## config.mk

```make
export PLATFORM = sky130hd
export DESIGN_NAME = spi_word_master
export DESIGN_NICKNAME = d
export VERILOG_FILES = /design/src/rtl/spi_word_pkg.sv /design/src/rtl/spi_word_fifo.sv /design/src/rtl/spi_word_shifter.sv /design/src/rtl/spi_word_regs.sv /design/src/rtl/spi_word_master.sv
export SDC_FILE = /design/constraint.sdc
export NUM_CORES = 1
export LEC_CHECK = 0
export ABC_AREA = 0
export BUFFER_PORTS_ARGS = -buffer_cell sky130_fd_sc_hd__buf_2
export CORE_UTILIZATION = 45
export CTS_BUF_LIST = sky130_fd_sc_hd__clkbuf_8
export CTS_CLUSTER_SIZE = 16
export DETAILED_ROUTE_END_ITERATION = 12
export SYNTH_ARGS = -nofsm -noshare
export SYNTH_HDL_FRONTEND = slang
export SYNTH_HIERARCHICAL = 1
export SYNTH_SLANG_ARGS = --single-unit
```

## constraint.sdc

```tcl
create_clock -name clk -period 2.9 [get_ports clk]
set_input_delay 0.145 -clock clk [delete_from_list [all_inputs] [get_ports clk]]
set_output_delay 0.145 -clock clk [all_outputs]
set_load 0.01 [all_outputs]
```

## src/rtl/spi_word_pkg.sv

```systemverilog
package spi_word_pkg;

  localparam int WORD_W = 32;
  localparam int HALF_W = 16;

  localparam logic [2:0] A_CAPS  = 3'd0;
  localparam logic [2:0] A_MODE  = 3'd1;
  localparam logic [2:0] A_EVENT = 3'd2;
  localparam logic [2:0] A_TXD   = 3'd3;
  localparam logic [2:0] A_RXD   = 3'd4;
  localparam logic [2:0] A_SSEL  = 3'd5;

  localparam int M_EN     = 0;
  localparam int M_MASTER = 1;
  localparam int M_CPOL   = 4;
  localparam int M_CPHA   = 5;
  localparam int M_MSB    = 6;
  localparam int M_LEN    = 8;

  localparam int E_NF = 0;
  localparam int E_NE = 1;
  localparam int E_OV = 2;
  localparam int E_UN = 3;

  typedef struct packed {
    logic       cpol;
    logic       cpha;
    logic       msb_first;
    logic [3:0] len;
  } spi_fmt_t;

  typedef enum logic [1:0] {SH_IDLE, SH_SHIFT, SH_DONE} sh_state_e;

  // Character length in bits from the length code
  function automatic logic [5:0] char_bits(input logic [3:0] code);
    case (code)
      4'd0:       return 6'd32;
      4'd1, 4'd2: return 6'd4;
      default:    return {2'b00, code} + 6'd1;
    endcase
  endfunction

endpackage

```

## src/rtl/spi_word_fifo.sv

```systemverilog
module spi_word_fifo #(
  parameter int WIDTH = 32,
  parameter int DEPTH = 4
) (
  input  logic             clk,
  input  logic             rst_n,
  input  logic             push_valid,
  output logic             push_ready,
  input  logic [WIDTH-1:0] push_data,
  output logic             pop_valid,
  input  logic             pop_ready,
  output logic [WIDTH-1:0] pop_data
);

  localparam int AW = (DEPTH > 1) ? $clog2(DEPTH) : 1;
  localparam int CW = $clog2(DEPTH + 1);
  localparam logic [CW-1:0] FULL_CNT = CW'(DEPTH);
  localparam logic [AW-1:0] LAST_PTR = AW'(DEPTH - 1);

  logic [WIDTH-1:0] mem_q [DEPTH];
  logic [AW-1:0]    wr_q, rd_q;
  logic [CW-1:0]    cnt_q;
  logic             push_fire, pop_fire;

  assign push_ready = (cnt_q != FULL_CNT);
  assign pop_valid  = (cnt_q != '0);
  assign pop_data   = mem_q[rd_q];
  assign push_fire  = push_valid && push_ready;
  assign pop_fire   = pop_valid && pop_ready;

  function automatic logic [AW-1:0] bump(input logic [AW-1:0] p);
    return (p == LAST_PTR) ? '0 : p + AW'(1);
  endfunction

  always_ff @(posedge clk) begin
    if (push_fire) mem_q[wr_q] <= push_data;
  end

  always_ff @(posedge clk or negedge rst_n) begin
    if (!rst_n) begin
      wr_q  <= '0;
      rd_q  <= '0;
      cnt_q <= '0;
    end else begin
      if (push_fire) wr_q <= bump(wr_q);
      if (pop_fire)  rd_q <= bump(rd_q);
      case ({push_fire, pop_fire})
        2'b10:   cnt_q <= cnt_q + CW'(1);
        2'b01:   cnt_q <= cnt_q - CW'(1);
        default: cnt_q <= cnt_q;
      endcase
    end
  end


  fifo_bound_chk: assert property (@(posedge clk) disable iff (!rst_n)
    cnt_q <= FULL_CNT);


  fifo_step_chk: assert property (@(posedge clk) disable iff (!rst_n)
    (cnt_q == $past(cnt_q)) || (cnt_q == $past(cnt_q) + CW'(1)) ||
    (cnt_q + CW'(1) == $past(cnt_q)));

endmodule

```

## src/rtl/spi_word_shifter.sv

```systemverilog
module spi_word_shifter
  import spi_word_pkg::*;
(
  input  logic              clk,
  input  logic              rst_n,
  input  logic              run,
  input  spi_fmt_t          fmt,
  input  logic              tick,
  input  logic              tx_valid,
  output logic              tx_ready,
  input  logic [WORD_W-1:0] tx_data,
  output logic              rx_valid,
  output logic [WORD_W-1:0] rx_data,
  output logic              sck,
  output logic              mosi,
  input  logic              miso
);

  sh_state_e         state_q;
  logic [WORD_W-1:0] txsr_q, rxsr_q;
  logic [6:0]        edge_q;
  logic [5:0]        nbits_q;
  logic              cpol_q, cpha_q, msb_q;
  logic              sck_q, mosi_q;
  logic              even_edge, last_edge, drive_now, sample_now;

  function automatic logic head_bit(input logic [WORD_W-1:0] sr, input logic msb);
    return msb ? sr[WORD_W-1] : sr[0];
  endfunction

  function automatic logic [WORD_W-1:0] advance(input logic [WORD_W-1:0] sr, input logic msb);
    return msb ? {sr[WORD_W-2:0], 1'b0} : {1'b0, sr[WORD_W-1:1]};
  endfunction

  assign tx_ready   = (state_q == SH_IDLE) && run;
  assign even_edge  = !edge_q[0];
  assign last_edge  = (edge_q == ({nbits_q, 1'b0} - 7'd1));
  assign drive_now  = cpha_q ? even_edge : (!even_edge && !last_edge);
  assign sample_now = cpha_q ? !even_edge : even_edge;

  assign rx_valid = (state_q == SH_DONE);
  always_comb begin
    if (nbits_q == 6'd32)  rx_data = rxsr_q;
    else if (msb_q)        rx_data = rxsr_q << HALF_W;
    else                   rx_data = rxsr_q >> HALF_W;
  end

  assign sck  = sck_q;
  assign mosi = mosi_q;

  always_ff @(posedge clk or negedge rst_n) begin
    if (!rst_n) begin
      state_q <= SH_IDLE;
      txsr_q  <= '0;
      rxsr_q  <= '0;
      edge_q  <= '0;
      nbits_q <= 6'd8;
      cpol_q  <= 1'b0;
      cpha_q  <= 1'b0;
      msb_q   <= 1'b0;
      sck_q   <= 1'b0;
      mosi_q  <= 1'b0;
    end else begin
      case (state_q)
        SH_IDLE: begin
          sck_q <= fmt.cpol;
          if (tx_valid && tx_ready) begin
            nbits_q <= char_bits(fmt.len);
            cpol_q  <= fmt.cpol;
            cpha_q  <= fmt.cpha;
            msb_q   <= fmt.msb_first;
            edge_q  <= '0;
            rxsr_q  <= '0;
            if (fmt.cpha) begin
              txsr_q <= tx_data;
            end else begin
              mosi_q <= head_bit(tx_data, fmt.msb_first);
              txsr_q <= advance(tx_data, fmt.msb_first);
            end
            state_q <= SH_SHIFT;
          end
        end
        SH_SHIFT: begin
          if (tick) begin
            sck_q  <= ~sck_q;
            edge_q <= edge_q + 7'd1;
            if (drive_now) begin
              mosi_q <= head_bit(txsr_q, msb_q);
              txsr_q <= advance(txsr_q, msb_q);
            end
            if (sample_now) begin
              rxsr_q <= msb_q ? {rxsr_q[WORD_W-2:0], miso} : {miso, rxsr_q[WORD_W-1:1]};
            end
            if (last_edge) state_q <= SH_DONE;
          end
        end
        default: state_q <= SH_IDLE;
      endcase
    end
  end


  sck_rest_chk: assert property (@(posedge clk) disable iff (!rst_n)
    (state_q == SH_DONE) |-> (sck_q == cpol_q));


  sck_tick_only_chk: assert property (@(posedge clk) disable iff (!rst_n)
    (state_q == SH_SHIFT && !tick) |=> $stable(sck_q));

endmodule

```

## src/rtl/spi_word_regs.sv

```systemverilog
module spi_word_regs
  import spi_word_pkg::*;
#(
  parameter int DEPTH = 4,
  parameter int NSS   = 4
) (
  input  logic              clk,
  input  logic              rst_n,
  input  logic              bus_sel,
  input  logic              bus_we,
  input  logic [2:0]        bus_addr,
  input  logic [WORD_W-1:0] bus_wdata,
  output logic [WORD_W-1:0] bus_rdata,
  output logic              run,
  output spi_fmt_t          fmt,
  output logic              tx_push_valid,
  input  logic              tx_push_ready,
  output logic [WORD_W-1:0] tx_push_data,
  input  logic              rx_pop_valid,
  output logic              rx_pop_ready,
  input  logic [WORD_W-1:0] rx_pop_data,
  input  logic              rx_drop,
  output logic [NSS-1:0]    ss_n
);

  localparam logic [7:0] DEPTH_CODE = 8'(DEPTH);

  logic           en_q, master_q, ov_q, un_q;
  spi_fmt_t       fmt_q;
  logic [NSS-1:0] ss_q;
  logic           wr_mode, wr_ev, wr_ss, wr_tx, rd_rx, un_evt;

  assign wr_mode = bus_sel && bus_we && (bus_addr == A_MODE);
  assign wr_ev   = bus_sel && bus_we && (bus_addr == A_EVENT);
  assign wr_ss   = bus_sel && bus_we && (bus_addr == A_SSEL);
  assign wr_tx   = bus_sel && bus_we && (bus_addr == A_TXD);
  assign rd_rx   = bus_sel && !bus_we && (bus_addr == A_RXD);
  assign un_evt  = rd_rx && !rx_pop_valid;

  assign run           = en_q && master_q;
  assign fmt           = fmt_q;
  assign tx_push_valid = wr_tx && en_q;
  assign tx_push_data  = bus_wdata;
  assign rx_pop_ready  = rd_rx;
  assign ss_n          = ss_q;

  always_comb begin
    bus_rdata = '0;
    case (bus_addr)
      A_CAPS:  bus_rdata[15:8] = DEPTH_CODE;
      A_MODE: begin
        bus_rdata[M_EN]          = en_q;
        bus_rdata[M_MASTER]      = master_q;
        bus_rdata[M_CPOL]        = fmt_q.cpol;
        bus_rdata[M_CPHA]        = fmt_q.cpha;
        bus_rdata[M_MSB]         = fmt_q.msb_first;
        bus_rdata[M_LEN+3:M_LEN] = fmt_q.len;
      end
      A_EVENT: begin
        bus_rdata[E_NF] = tx_push_ready;
        bus_rdata[E_NE] = rx_pop_valid;
        bus_rdata[E_OV] = ov_q;
        bus_rdata[E_UN] = un_q;
      end
      A_RXD:   bus_rdata = rx_pop_valid ? rx_pop_data : '0;
      A_SSEL:  bus_rdata = WORD_W'(ss_q);
      default: bus_rdata = '0;
    endcase
  end

  always_ff @(posedge clk or negedge rst_n) begin
    if (!rst_n) begin
      en_q     <= 1'b0;
      master_q <= 1'b0;
      fmt_q    <= '0;
      ss_q     <= '1;
      ov_q     <= 1'b0;
      un_q     <= 1'b0;
    end else begin
      if (wr_mode) begin
        en_q <= bus_wdata[M_EN];
        if (!en_q) begin
          master_q        <= bus_wdata[M_MASTER];
          fmt_q.cpol      <= bus_wdata[M_CPOL];
          fmt_q.cpha      <= bus_wdata[M_CPHA];
          fmt_q.msb_first <= bus_wdata[M_MSB];
          fmt_q.len       <= bus_wdata[M_LEN+3:M_LEN];
        end
      end
      if (wr_ss) ss_q <= bus_wdata[NSS-1:0];
      ov_q <= rx_drop || (ov_q && !(wr_ev && bus_wdata[E_OV]));
      un_q <= un_evt  || (un_q && !(wr_ev && bus_wdata[E_UN]));
    end
  end


  mode_lock_chk: assert property (@(posedge clk) disable iff (!rst_n)
    $past(en_q) |-> ($stable(fmt_q) && $stable(master_q)));


  ov_set_wins_chk: assert property (@(posedge clk) disable iff (!rst_n)
    rx_drop |=> ov_q);


  un_flag_chk: assert property (@(posedge clk) disable iff (!rst_n)
    (rd_rx && !rx_pop_valid) |=> un_q);


  ss_hold_chk: assert property (@(posedge clk) disable iff (!rst_n)
    !wr_ss |=> $stable(ss_q));

endmodule

```

## src/rtl/spi_word_master.sv

```systemverilog
module spi_word_master
  import spi_word_pkg::*;
#(
  parameter int FIFO_DEPTH = 4,
  parameter int NSS        = 4
) (
  input  logic              clk,
  input  logic              rst_n,
  input  logic              bus_sel,
  input  logic              bus_we,
  input  logic [2:0]        bus_addr,
  input  logic [WORD_W-1:0] bus_wdata,
  output logic [WORD_W-1:0] bus_rdata,
  input  logic              sck_tick,
  output logic              spi_sck,
  output logic              spi_mosi,
  input  logic              spi_miso,
  output logic [NSS-1:0]    spi_ss_n
);

  logic              run;
  spi_fmt_t          fmt;
  logic              txf_push_valid, txf_push_ready;
  logic [WORD_W-1:0] txf_push_data;
  logic              txf_pop_valid, txf_pop_ready;
  logic [WORD_W-1:0] txf_pop_data;
  logic              rxf_push_valid, rxf_push_ready;
  logic [WORD_W-1:0] rxf_push_data;
  logic              rxf_pop_valid, rxf_pop_ready;
  logic [WORD_W-1:0] rxf_pop_data;
  logic              rx_drop;

  assign rx_drop = rxf_push_valid && !rxf_push_ready;

  spi_word_regs #(.DEPTH(FIFO_DEPTH), .NSS(NSS)) u_regs (
    .clk           (clk),
    .rst_n         (rst_n),
    .bus_sel       (bus_sel),
    .bus_we        (bus_we),
    .bus_addr      (bus_addr),
    .bus_wdata     (bus_wdata),
    .bus_rdata     (bus_rdata),
    .run           (run),
    .fmt           (fmt),
    .tx_push_valid (txf_push_valid),
    .tx_push_ready (txf_push_ready),
    .tx_push_data  (txf_push_data),
    .rx_pop_valid  (rxf_pop_valid),
    .rx_pop_ready  (rxf_pop_ready),
    .rx_pop_data   (rxf_pop_data),
    .rx_drop       (rx_drop),
    .ss_n          (spi_ss_n)
  );

  spi_word_fifo #(.WIDTH(WORD_W), .DEPTH(FIFO_DEPTH)) u_tx_fifo (
    .clk        (clk),
    .rst_n      (rst_n),
    .push_valid (txf_push_valid),
    .push_ready (txf_push_ready),
    .push_data  (txf_push_data),
    .pop_valid  (txf_pop_valid),
    .pop_ready  (txf_pop_ready),
    .pop_data   (txf_pop_data)
  );

  spi_word_shifter u_shifter (
    .clk      (clk),
    .rst_n    (rst_n),
    .run      (run),
    .fmt      (fmt),
    .tick     (sck_tick),
    .tx_valid (txf_pop_valid),
    .tx_ready (txf_pop_ready),
    .tx_data  (txf_pop_data),
    .rx_valid (rxf_push_valid),
    .rx_data  (rxf_push_data),
    .sck      (spi_sck),
    .mosi     (spi_mosi),
    .miso     (spi_miso)
  );

  spi_word_fifo #(.WIDTH(WORD_W), .DEPTH(FIFO_DEPTH)) u_rx_fifo (
    .clk        (clk),
    .rst_n      (rst_n),
    .push_valid (rxf_push_valid),
    .push_ready (rxf_push_ready),
    .push_data  (rxf_push_data),
    .pop_valid  (rxf_pop_valid),
    .pop_ready  (rxf_pop_ready),
    .pop_data   (rxf_pop_data)
  );

endmodule

```

# == Word level (Yosys, flattened, before mapping) ==
# Memory sizes are Yosys's and may differ from the RTL's.
# Index checks and enable logic that the tools add are counted.
# op_classes
n_bitwise,2
add_sub_neg,11
n_reduce_logical,47
eq_ne,27
mux,51
# ops
operator,n
$mux W32,13
$pmux W32 S2,2
$logic_and A1 B1 Y1,21
$pmux W3 S2,3
$mux W16,1
$eq A2 B2 Y1 const B,7
$mux W1,14
$mux W2,7
$mux W7,2
$pmux W7 S2,1
$pmux W4 S3,1
$pmux W6 S2,1
$add A2 B1 Y2 const B,4
$pmux W2 S4,1
$reduce_and A4 Y1,2
$add A7 B1 Y7 const B,1
$eq A7 B7 Y1,1
$logic_not A1 Y1,7
$sub A7 B1 Y7 const B,1
$add A3 B1 Y3 const B,2
$eq A2 B1 Y1 const B,3
$eq A3 B2 Y1 const B,2
$eq A3 B3 Y1 const B,2
$eq A6 B6 Y1 const B,1
other kinds (23),38
# word_totals
mem_count,2
ramBits,256
elab_cells,164
reg_bits,112
output_inout_bits,38
in_bits,41
# memory_table
memory,words,width,rd,rd_ports_with_merged_regs,write_ports,line,rtl
u_rx_fifo.mem_q,4,32,1,0,1,spi_word_fifo.sv:20,logic [WIDTH-1:0] mem_q [DEPTH];
u_tx_fifo.mem_q,4,32,1,0,1,spi_word_fifo.sv:20,

# == Depth between registers and ports, before layout ==
# Gate-level depths: netlist (run 1).
# logic_depth
word_depth,8
ltp_mapped,11

# == By module ==
# The synthesis (run 1) kept the hierarchy.
# by_module_without_submodules
mod,seq_area_each_um2,area_per_inst_um2,n_inst,cells_per_inst
spi_word_fifo,4018.9,5067.4,2,208
spi_word_shifter,2078.2,5778.0,1,664
spi_word_regs,380.4,1229.9,1,130
spi_word_master,0.0,13.8,1,1

# == Least setup slack after synthesis (run 1) ==
# No wires, ideal clock.
# synth_timing
path_type,register to register
startpoint,register u_shifter.state_q[0]
endpoint,register u_rx_fifo.cnt_q[2]
setup_slack_ns,0.653
required_time_ns,2.821
t_arrival_ns,2.168
synth_period_minus_slack_ns,2.247
path_stages_with_launch,12
path_cell_list,dfrtp_1 clkbuf_1 clkbuf_1 nor2b_1 and2_4 inv_1 ha_1 inv_1 fa_1 xor2_1 nor2_1 xor2_1
# synth_between
elab_chain_len,4
# synth_lines
item,line,rtl
start: declaration,spi_word_shifter.sv:19,sh_state_e state_q;
start signal: assignment,spi_word_shifter.sv:53,state_q <= SH_IDLE;
start signal: assignment,spi_word_shifter.sv:80,state_q <= SH_SHIFT;
start signal: assignment,spi_word_shifter.sv:94,if (last_edge) state_q <= SH_DONE;
$eq A2 B2 Y1 *,spi_word_shifter.sv:41,assign rx_valid = (state_q == SH_DONE);
net rxf_push_valid,spi_word_master.sv:27,"logic rxf_push_valid, rxf_push_ready;"
$logic_and A1 B1 Y1 *,spi_word_fifo.sv:28,assign push_fire = push_valid && push_ready;
$eq A2 B1 Y1 / $eq A2 B2 Y1 (equally long branches),spi_word_fifo.sv:47,"case ({push_fire, pop_fire})"
$pmux W3 S2 / $reduce_bool A2 Y1 (equally long branches),--,
end signal: assignment,spi_word_fifo.sv:48,2'b10: cnt_q <= cnt_q + CW'(1);
end signal: assignment,spi_word_fifo.sv:49,2'b01: cnt_q <= cnt_q - CW'(1);
end signal: assignment,spi_word_fifo.sv:50,default: cnt_q <= cnt_q;
end: declaration,spi_word_fifo.sv:22,logic [CW-1:0] cnt_q;
# The timed path passes the listed nets; every way through them passes the cells marked *.
# A chain may end at the register's enable or synchronous reset.

# == Worst setup path after layout (run 1) ==
# layout_timing
startpoint,register u_rx_fifo.rd_q[0]
endpoint,output port bus_rdata[5]
# layout_between
elab_chain_len,3
# layout_lines
item,line,rtl
start: declaration,spi_word_fifo.sv:21,"logic [AW-1:0] wr_q, rd_q;"
start signal: assignment,spi_word_fifo.sv:46,if (pop_fire) rd_q <= bump(rd_q);
$mem_v2 Z4 W32,--,
net rxf_pop_data[5],spi_word_master.sv:30,logic [WORD_W-1:0] rxf_pop_data;
$mux W32,spi_word_regs.sv:65,A_RXD: bus_rdata = rx_pop_valid ? rx_pop_data : '0;
$pmux W3 S2,spi_word_regs.sv:49,case (bus_addr)
end: declaration,spi_word_master.sv:13,"output logic [WORD_W-1:0] bus_rdata,"
# The timed path passes the listed nets, and every way through them passes these cells.

==> results of run 1 <==
-- through the flow --
step	cells	total power [mW]	util [%]	setup slack (ns)	area, um^2
4_1_cts	1883	12.9	52.1	0.0917	19600
3_5_place_dp	1727	8.30	47.9	0.456	18000
3_3_place_gp	1727	8.24	47.9	0.504	18000
5_1_grt	1883	13.4	52.2	0.157	19600
6_report	1883	12.7	52.2	0.314	19600
2_1_floorplan	1211	7.73	-	0.653	17200
-- sequential cells by signal, indices dropped and copies added (netlist names), 3 cells and up --
| name | cells |
|---|---|
| u_rx_fifo/mem_q | 128 |
| u_regs/ss_n | 4 |
| u_shifter/txsr_q | 32 |
| u_tx_fifo/cnt_q | 3 |
| u_shifter/rxsr_q | 32 |
| u_rx_fifo/cnt_q | 3 |
| u_shifter/edge_q | 7 |
| u_regs/fmt | 7 |
| u_shifter/nbits_q | 6 |
| u_tx_fifo/mem_q | 128 |
-- cell type report --
| class | count | area share (%) |
|---|---|---|
| Multi-Input combinational cell | 706 | 30.5 |
| Clock buffer | 70 | 4.92 |
| Inverter | 31 | 0.594 |
| Clock inverter | 48 | 1.33 |
| Timing Repair Buffer | 149 | 5.85 |
| Tap cell | 511 | 3.26 |
| Sequential cell | 368 | 53.6 |
-- Yosys cell counts, types with 8 or more instances --
master	n
and2_1	23
clkbuf_1	50
ha_1	19
a211oi_1	32
buf_2	13
nor2_1	49
mux4_2	64
nand2b_1	17
and3_2	9
a21oi_1	37
o21ai_0	79
mux2_2	17
mux2i_1	71
nand2_1	132
o31ai_1	8
mux2_4	34
buf_4	38
xor2_1	14
a21bo_2	16
dfrtp_1	107
edfxtp_1	256
inv_1	31
nand3_1	10
-- critical path: cells and delay by family (launching register included) --
family / cells / cell delay (ns)
DFF: 1 / 0.67
muxes: 1 / 0.53
buffers and inverters: 2 / 0.43
AOI/OAI and AO/OA: 1 / 0.21
-- kinds of logic (layout without fill, tap and decap cells) --
| group | count (synthesis) | after routing | synth area share, % |
|---|---|---|---|
| fa+ha+maj | 21 | 21 | 1.62 |
| xor+xnor | 20 | 20 | 1.02 |
| flops | 368 | 368 | 61.2 |
| compound gates | 196 | 196 | 7.25 |
| buf+inv | 137 | 298 | 4.12 |
| mux | 189 | 189 | 16.8 |
| simple gates | 280 | 280 | 7.98 |
-- repair_timing --
item                                    in CTS  in global routing
hold buffers                                38                  0
endpoints found under the setup margin       0                  1
resized for setup                            0                  1
hold endpoints to repair                   257                  0
-- report_power, final --
part | internal, mW | switching, mW
combinational | 0.900 | 0.997
clock | 2.42 | 2.10
sequential | 5.96 | 0.341
total | 9.28 | 3.44
-- routing by layer --
layer | track usage, % | up-vias | wire, um
li1 | - | 4703 | -
met1 | 25.8 | 4871 | 16100
met3 | 3.52 | 71 | 1210
met5 | 0 | - | 0
met4 | 7.29 | 0 | 969
met2 | 31.0 | 186 | 17200
-- worst paths after layout --
path / from / to / slack (ns) / cells after the start
worst max-delay path: u_rx_fifo/rd_q[0] / bus_rdata[5] / 0.31 / 4
worst min-delay path: bus_addr[2] / u_regs/ov_q / 0.1 / 4
worst max register to register: u_shifter/nbits_q[0] / u_shifter/txsr_q[24] / 0.48 / 9
worst min register to register: u_rx_fifo/cnt_q[2] / u_rx_fifo/cnt_q[2] / 0.48 / 1
max in group asynchronous: rst_n / u_tx_fifo/rd_q[0] / 1.38 / 3
min in group asynchronous: rst_n / u_shifter/txsr_q[31] / 0.17 / 3
==> impl_metrics.env, run 1 <==
export IMPL_required_ns=2.76
export IMPL_final_fill_count=3149
export IMPL_globalplace_congestion=0.823
export IMPL_grt_pass1_vias=10200
export IMPL_syn_area_um2=17200
export IMPL_clock_skew_ns=0.0321
export IMPL_clock_latency_ns=0.60
export IMPL_synth_area_leaders="edfxtp_1, dfrtp_1, mux4_2"
export IMPL_vias_per_cell=5.22
export IMPL_cts_tree="yes"
export IMPL_clkTransAtPathRegs_ns=0.06
export IMPL_placementRows=71
export IMPL_grt_pass1_wl_um=57100
export IMPL_fmax_ghz=0.387
export IMPL_cts_max_path_buffers=3
export IMPL_setup_violations=0
export IMPL_dieArea_um2=38900
export IMPL_cts_htree_levels=3
export IMPL_slew_headroom_pct=37.3
export IMPL_gr_total_overflow=0
export IMPL_avgSynthCellArea_um2=14.2
export IMPL_rsz0062_at_grt="no"
export IMPL_powerDensity_nw_per_um2=649
export IMPL_start_util_pct=45.7
export IMPL_yosysWarnings=6
export IMPL_vias=9831
export IMPL_drive_gt1_share_pct=26.4
export IMPL_area_delta_synth_final_pct=14.2
export IMPL_ys_seq_elements=368
export IMPL_firstDrtPassIters=5
export IMPL_die_x_um=197
export IMPL_antenna_found_initial=0
export IMPL_slew_viol_final=0
export IMPL_numCtsBuffers=67
export IMPL_synth_ff_type="edfxtp_1"
export IMPL_min_period_ns=2.59
export IMPL_dpl_hpwl_um=22400
export IMPL_yosysSeqAreaShare_pct=61.2
export IMPL_layout_nets=1385
export IMPL_crit_chain="buf_4 -> mux4_2 -> a22o_1 -> buf_2"
export IMPL_final_common_cell="edfxtp_1"
export IMPL_hold_violations=0
export IMPL_worstMarginPinSlew_ns=0.937
export IMPL_drtIter0Drc=608
export IMPL_wl_per_cell_um=18.9
export IMPL_cp_arrival_ns=2.44
export IMPL_critPathMaxStageDelay_ns=0.67
export IMPL_cap_violations=0
export IMPL_cp_max_fo=15
export IMPL_io_buffers=78
export IMPL_yosysTopAreaCellShare_pct=44.8
export IMPL_holdCritPathClass="in2reg"
export IMPL_antennaDiodeCount=0
export IMPL_fp_dieH_um=197
export IMPL_finalCritPeriodShare_pct=89.2
export IMPL_yosysUniqueCellTypes=58
export IMPL_drc=0
export IMPL_synthCells=1211
export IMPL_whs_ns=0.0959
export IMPL_synthArstFlopShare_pct=30.4
export IMPL_synth_largest_area_cell="edfxtp_1"
export IMPL_multi_input_area_um2=5970
export IMPL_core_region_area_um2=37600
export IMPL_register_area_um2=10500
export IMPL_grt_max_degree=70
export IMPL_power_leakage_nw=7.47
export IMPL_syn_nets=1273
export IMPL_cpMaxStageDelayCell="dfrtp_2"
export IMPL_outcome="finished, final reports clean"
export IMPL_post_cts_buffers=0
export IMPL_critPathKind="reg2out"
export IMPL_synth_edf_count=256
export IMPL_mostFrequentLayoutCells="edfxtp_1, nand2_1, dfrtp_1"
export IMPL_max_vdd_ir_drop_mv=0.415
export IMPL_setup_tns_final_ns=0
export IMPL_ant_nets=0
export IMPL_root_buffer="clkbuf_8"
export IMPL_cp_start_kind="register"
export IMPL_gr_usage_all_layers_pct=19.2
export IMPL_cts_sinks=368
export IMPL_pin_count=79
export IMPL_routed_wl_um=35500
export IMPL_endpoint_kind="primary output"
Power figures use the tool's default switching activity.
==> inputs of run 2 (changes only) <==
- CORE_UTILIZATION: 45 -> 31
==> run 2 against run 1 <==
Compared with the run above:
- final cell count is 9.1% higher
- critical path type unchanged
- largest cell class unchanged
- hold slack better by 0.012 ns
- die area is 45% higher
- sequential power is 1% higher
- combinational power hardly changed
- core utilization is 16 points lower
- via count is 2.7% higher
- wire length is 6.7% higher
==> impl_metrics.env, run 2 (synthesis results as in run 1) <==
export IMPL_min_from="bus_addr[2]"
export IMPL_worstMarginPinSlew_ns=0.952
export IMPL_min_period_ns=2.70
export IMPL_critPathKind="reg2out"
export IMPL_rsz0062_at_grt="no"
export IMPL_intPower_mw=8.96
export IMPL_cpMaxStageDelayCell="dfrtp_2"
export IMPL_numCtsBuffers=57
export IMPL_crit_chain="buf_4 -> mux4_2 -> nand2_1 -> nand2_1 -> buf_2"
export IMPL_hold_depth=4
export IMPL_cp_max_fo=14
export IMPL_p_sw_mw=3.40
export IMPL_slew_headroom_pct=36.6
export IMPL_grt_pass1_vias=10400
export IMPL_antenna_found_initial=4
export IMPL_fp_dieH_um=237
export IMPL_crit_reg2reg_capture="u_shifter/txsr_q[1]"
export IMPL_core_region_area_um2=54200
export IMPL_dp_cells=1912
export IMPL_clock_latency_ns=0.62
export IMPL_switching_share_pct=27.5
export IMPL_vias_per_cell=4.91
export IMPL_power_leakage_nw=7.35
export IMPL_drive_gt1_share_pct=25.9
export IMPL_required_ns=2.76
export IMPL_cap_violations=0
export IMPL_critPathMaxStageDelay_ns=0.64
export IMPL_p_comb_share_pct=15.3
export IMPL_drc=0
export IMPL_die_x_um=237
export IMPL_cts_htree_levels=2
export IMPL_final_fill_count=5160
export IMPL_clkTransAtPathRegs_ns=0.06
export IMPL_r2r_cells=9
export IMPL_ant_nets=0
export IMPL_grt_max_degree=68
export IMPL_power_total_mw=12.4
export IMPL_dieArea_um2=56300
export IMPL_post_cts_resized=0
export IMPL_critical_path_top_delay_family="flip-flops"
export IMPL_hold_violations=0
export IMPL_routed_wl_um=37900
export IMPL_layout_nets=1374
export IMPL_reg_largest_list="u_rx_fifo/mem_q: 128 flops, u_tx_fifo/mem_q: 128 flops"
export IMPL_cpMostUsedCell="nand2_1"
export IMPL_gr_total_overflow=0
export IMPL_firstDrtPassIters=5
export IMPL_wl_per_cell_um=18.4
export IMPL_finalCritPeriodShare_pct=93.2
export IMPL_powerDensity_nw_per_um2=627
export IMPL_cts_tree="yes"
export IMPL_cts_sinks=368
export IMPL_max_vdd_ir_drop_mv=0.316
export IMPL_gr_usage_all_layers_pct=13.6
export IMPL_cts_max_path_buffers=3
export IMPL_cp_start_kind="register"
export IMPL_drtIter0Drc=691
export IMPL_fmax_ghz=0.370
export IMPL_vias=10100
export IMPL_hold_path_end="u_regs/ov_q"
export IMPL_dpl_hpwl_um=24600
export IMPL_place_area_um2=18300
export IMPL_clock_skew_ns=0.0250
export IMPL_setup_violations=0
export IMPL_placementRows=85
export IMPL_root_buffer="clkbuf_8"
export IMPL_start_util_pct=31.6
export IMPL_final_common_cell="edfxtp_1"
export IMPL_fin_area_um2=19700
export IMPL_r2r_setup_slack_ns=0.45
export IMPL_globalplace_congestion=0.779
export IMPL_pin_count=79
export IMPL_holdCritPathClass="in2reg"
export IMPL_slew_viol_final=0
export IMPL_endpoint_kind="primary output"
export IMPL_r2r_start="u_shifter/nbits_q[0]"
export IMPL_area_delta_synth_final_pct=14.9
export IMPL_cp_num_buf_inv=2
export IMPL_setup_tns_final_ns=0
export IMPL_seqPwrFrac_pct=51.5
export IMPL_cp_arrival_ns=2.56
export IMPL_io_buffers=78
export IMPL_mostFrequentLayoutCells="edfxtp_1, nand2_1, dfrtp_1"
export IMPL_outcome="finished, final reports clean"
export IMPL_pwr_share_clk_pct=33.2
export IMPL_fin_cells=2055
export IMPL_grt_pass1_wl_um=60100
## run 2: cell count changes in the layout (fill, tap and decap cells not counted)
cell           delta
clkbuf_8         -13
inv_1            -11
clkinv_1          +8
buf_12            +4
buf_4             -4
clkinv_2          +2
clkinv_4          -2
diode_2           +2
and4bb_2          +1
and4bb_4          -1
bufinv_16         +1
dlygate4sd3_1     -1
inv_6             +1
## run 2: how the worst max path moves through the flow
stage	startpoint	end	slack, ns	cells after the start
global route	u_rx_fifo/rd_q[0]	bus_rdata[3]	0.05	5
global placement	u_tx_fifo/rd_q[0]	u_shifter/txsr_q[28]	0.44	7
CTS	u_rx_fifo/rd_q[0]	bus_rdata[11]	0.09	4
finish	u_rx_fifo/rd_q[0]	bus_rdata[3]	0.20	5
detailed placement	u_tx_fifo/rd_q[0]	u_shifter/txsr_q[21]	0.41	7
floorplan	u_shifter/state_q[0]	u_rx_fifo/cnt_q[2]	0.65	11
## run 2: routing by layer
layer  track usage (%)  wire [um]  up-vias
met5                 0          0        -
met4              3.79        734        0
met3              2.24       1580       48
met2              21.6      17800      208
met1              19.3      17800     5157
li1                  -          -     4683
## run 2: area by class of cell
class	instances	area, um^2	share of cell area, %
sequential	368	10500	53.3
clock buffer	57	785	3.98
antenna	2	5.00	0.0254
inverter	31	116	0.590
timing repair buffer	148	1190	6.02
multi-input combinational	706	5960	30.3
clock inverter	47	280	1.42
tap	696	871	4.42
## run 2: repair_timing
item,CTS,global route
setup buffers,0,0
endpoints found under the hold margin,196,0
hold buffers,37,0
## run 2: worst register-to-register path: cells and delay by family (launching register included)
family	cells	cell delay [ns]
DFF	1	0.38
and+or+nand+nor	1	0.28
buffers and inverters	2	0.36
AOI/OAI and AO/OA	3	0.62
muxes	1	0.31
xor gates and xnor gates	1	0.15
adders and majority gates	1	0.25
## run 2: power by group through the flow
stage                     Clock, mW  Sequential [mW]  Combinational (mW)
final                          4.11             6.36                1.89
after global routing           4.47             6.40                2.09
after CTS                      4.26             6.36                1.92
after detailed placement          0             6.47                1.87
after global placement            0             6.45                1.81
after floorplan                   0             6.25                1.48
## run 2: through the flow
step	util (%)	worst slack [ns]	hold slack [ns]
after floorplan	-	0.653	-0.151
after global placement	33.7	0.445	0.242
after detailed placement	33.7	0.412	0.246
after CTS	36.3	0.0911	0.0506
after global routing	36.3	0.0501	0.108
final	36.3	0.197	0.108
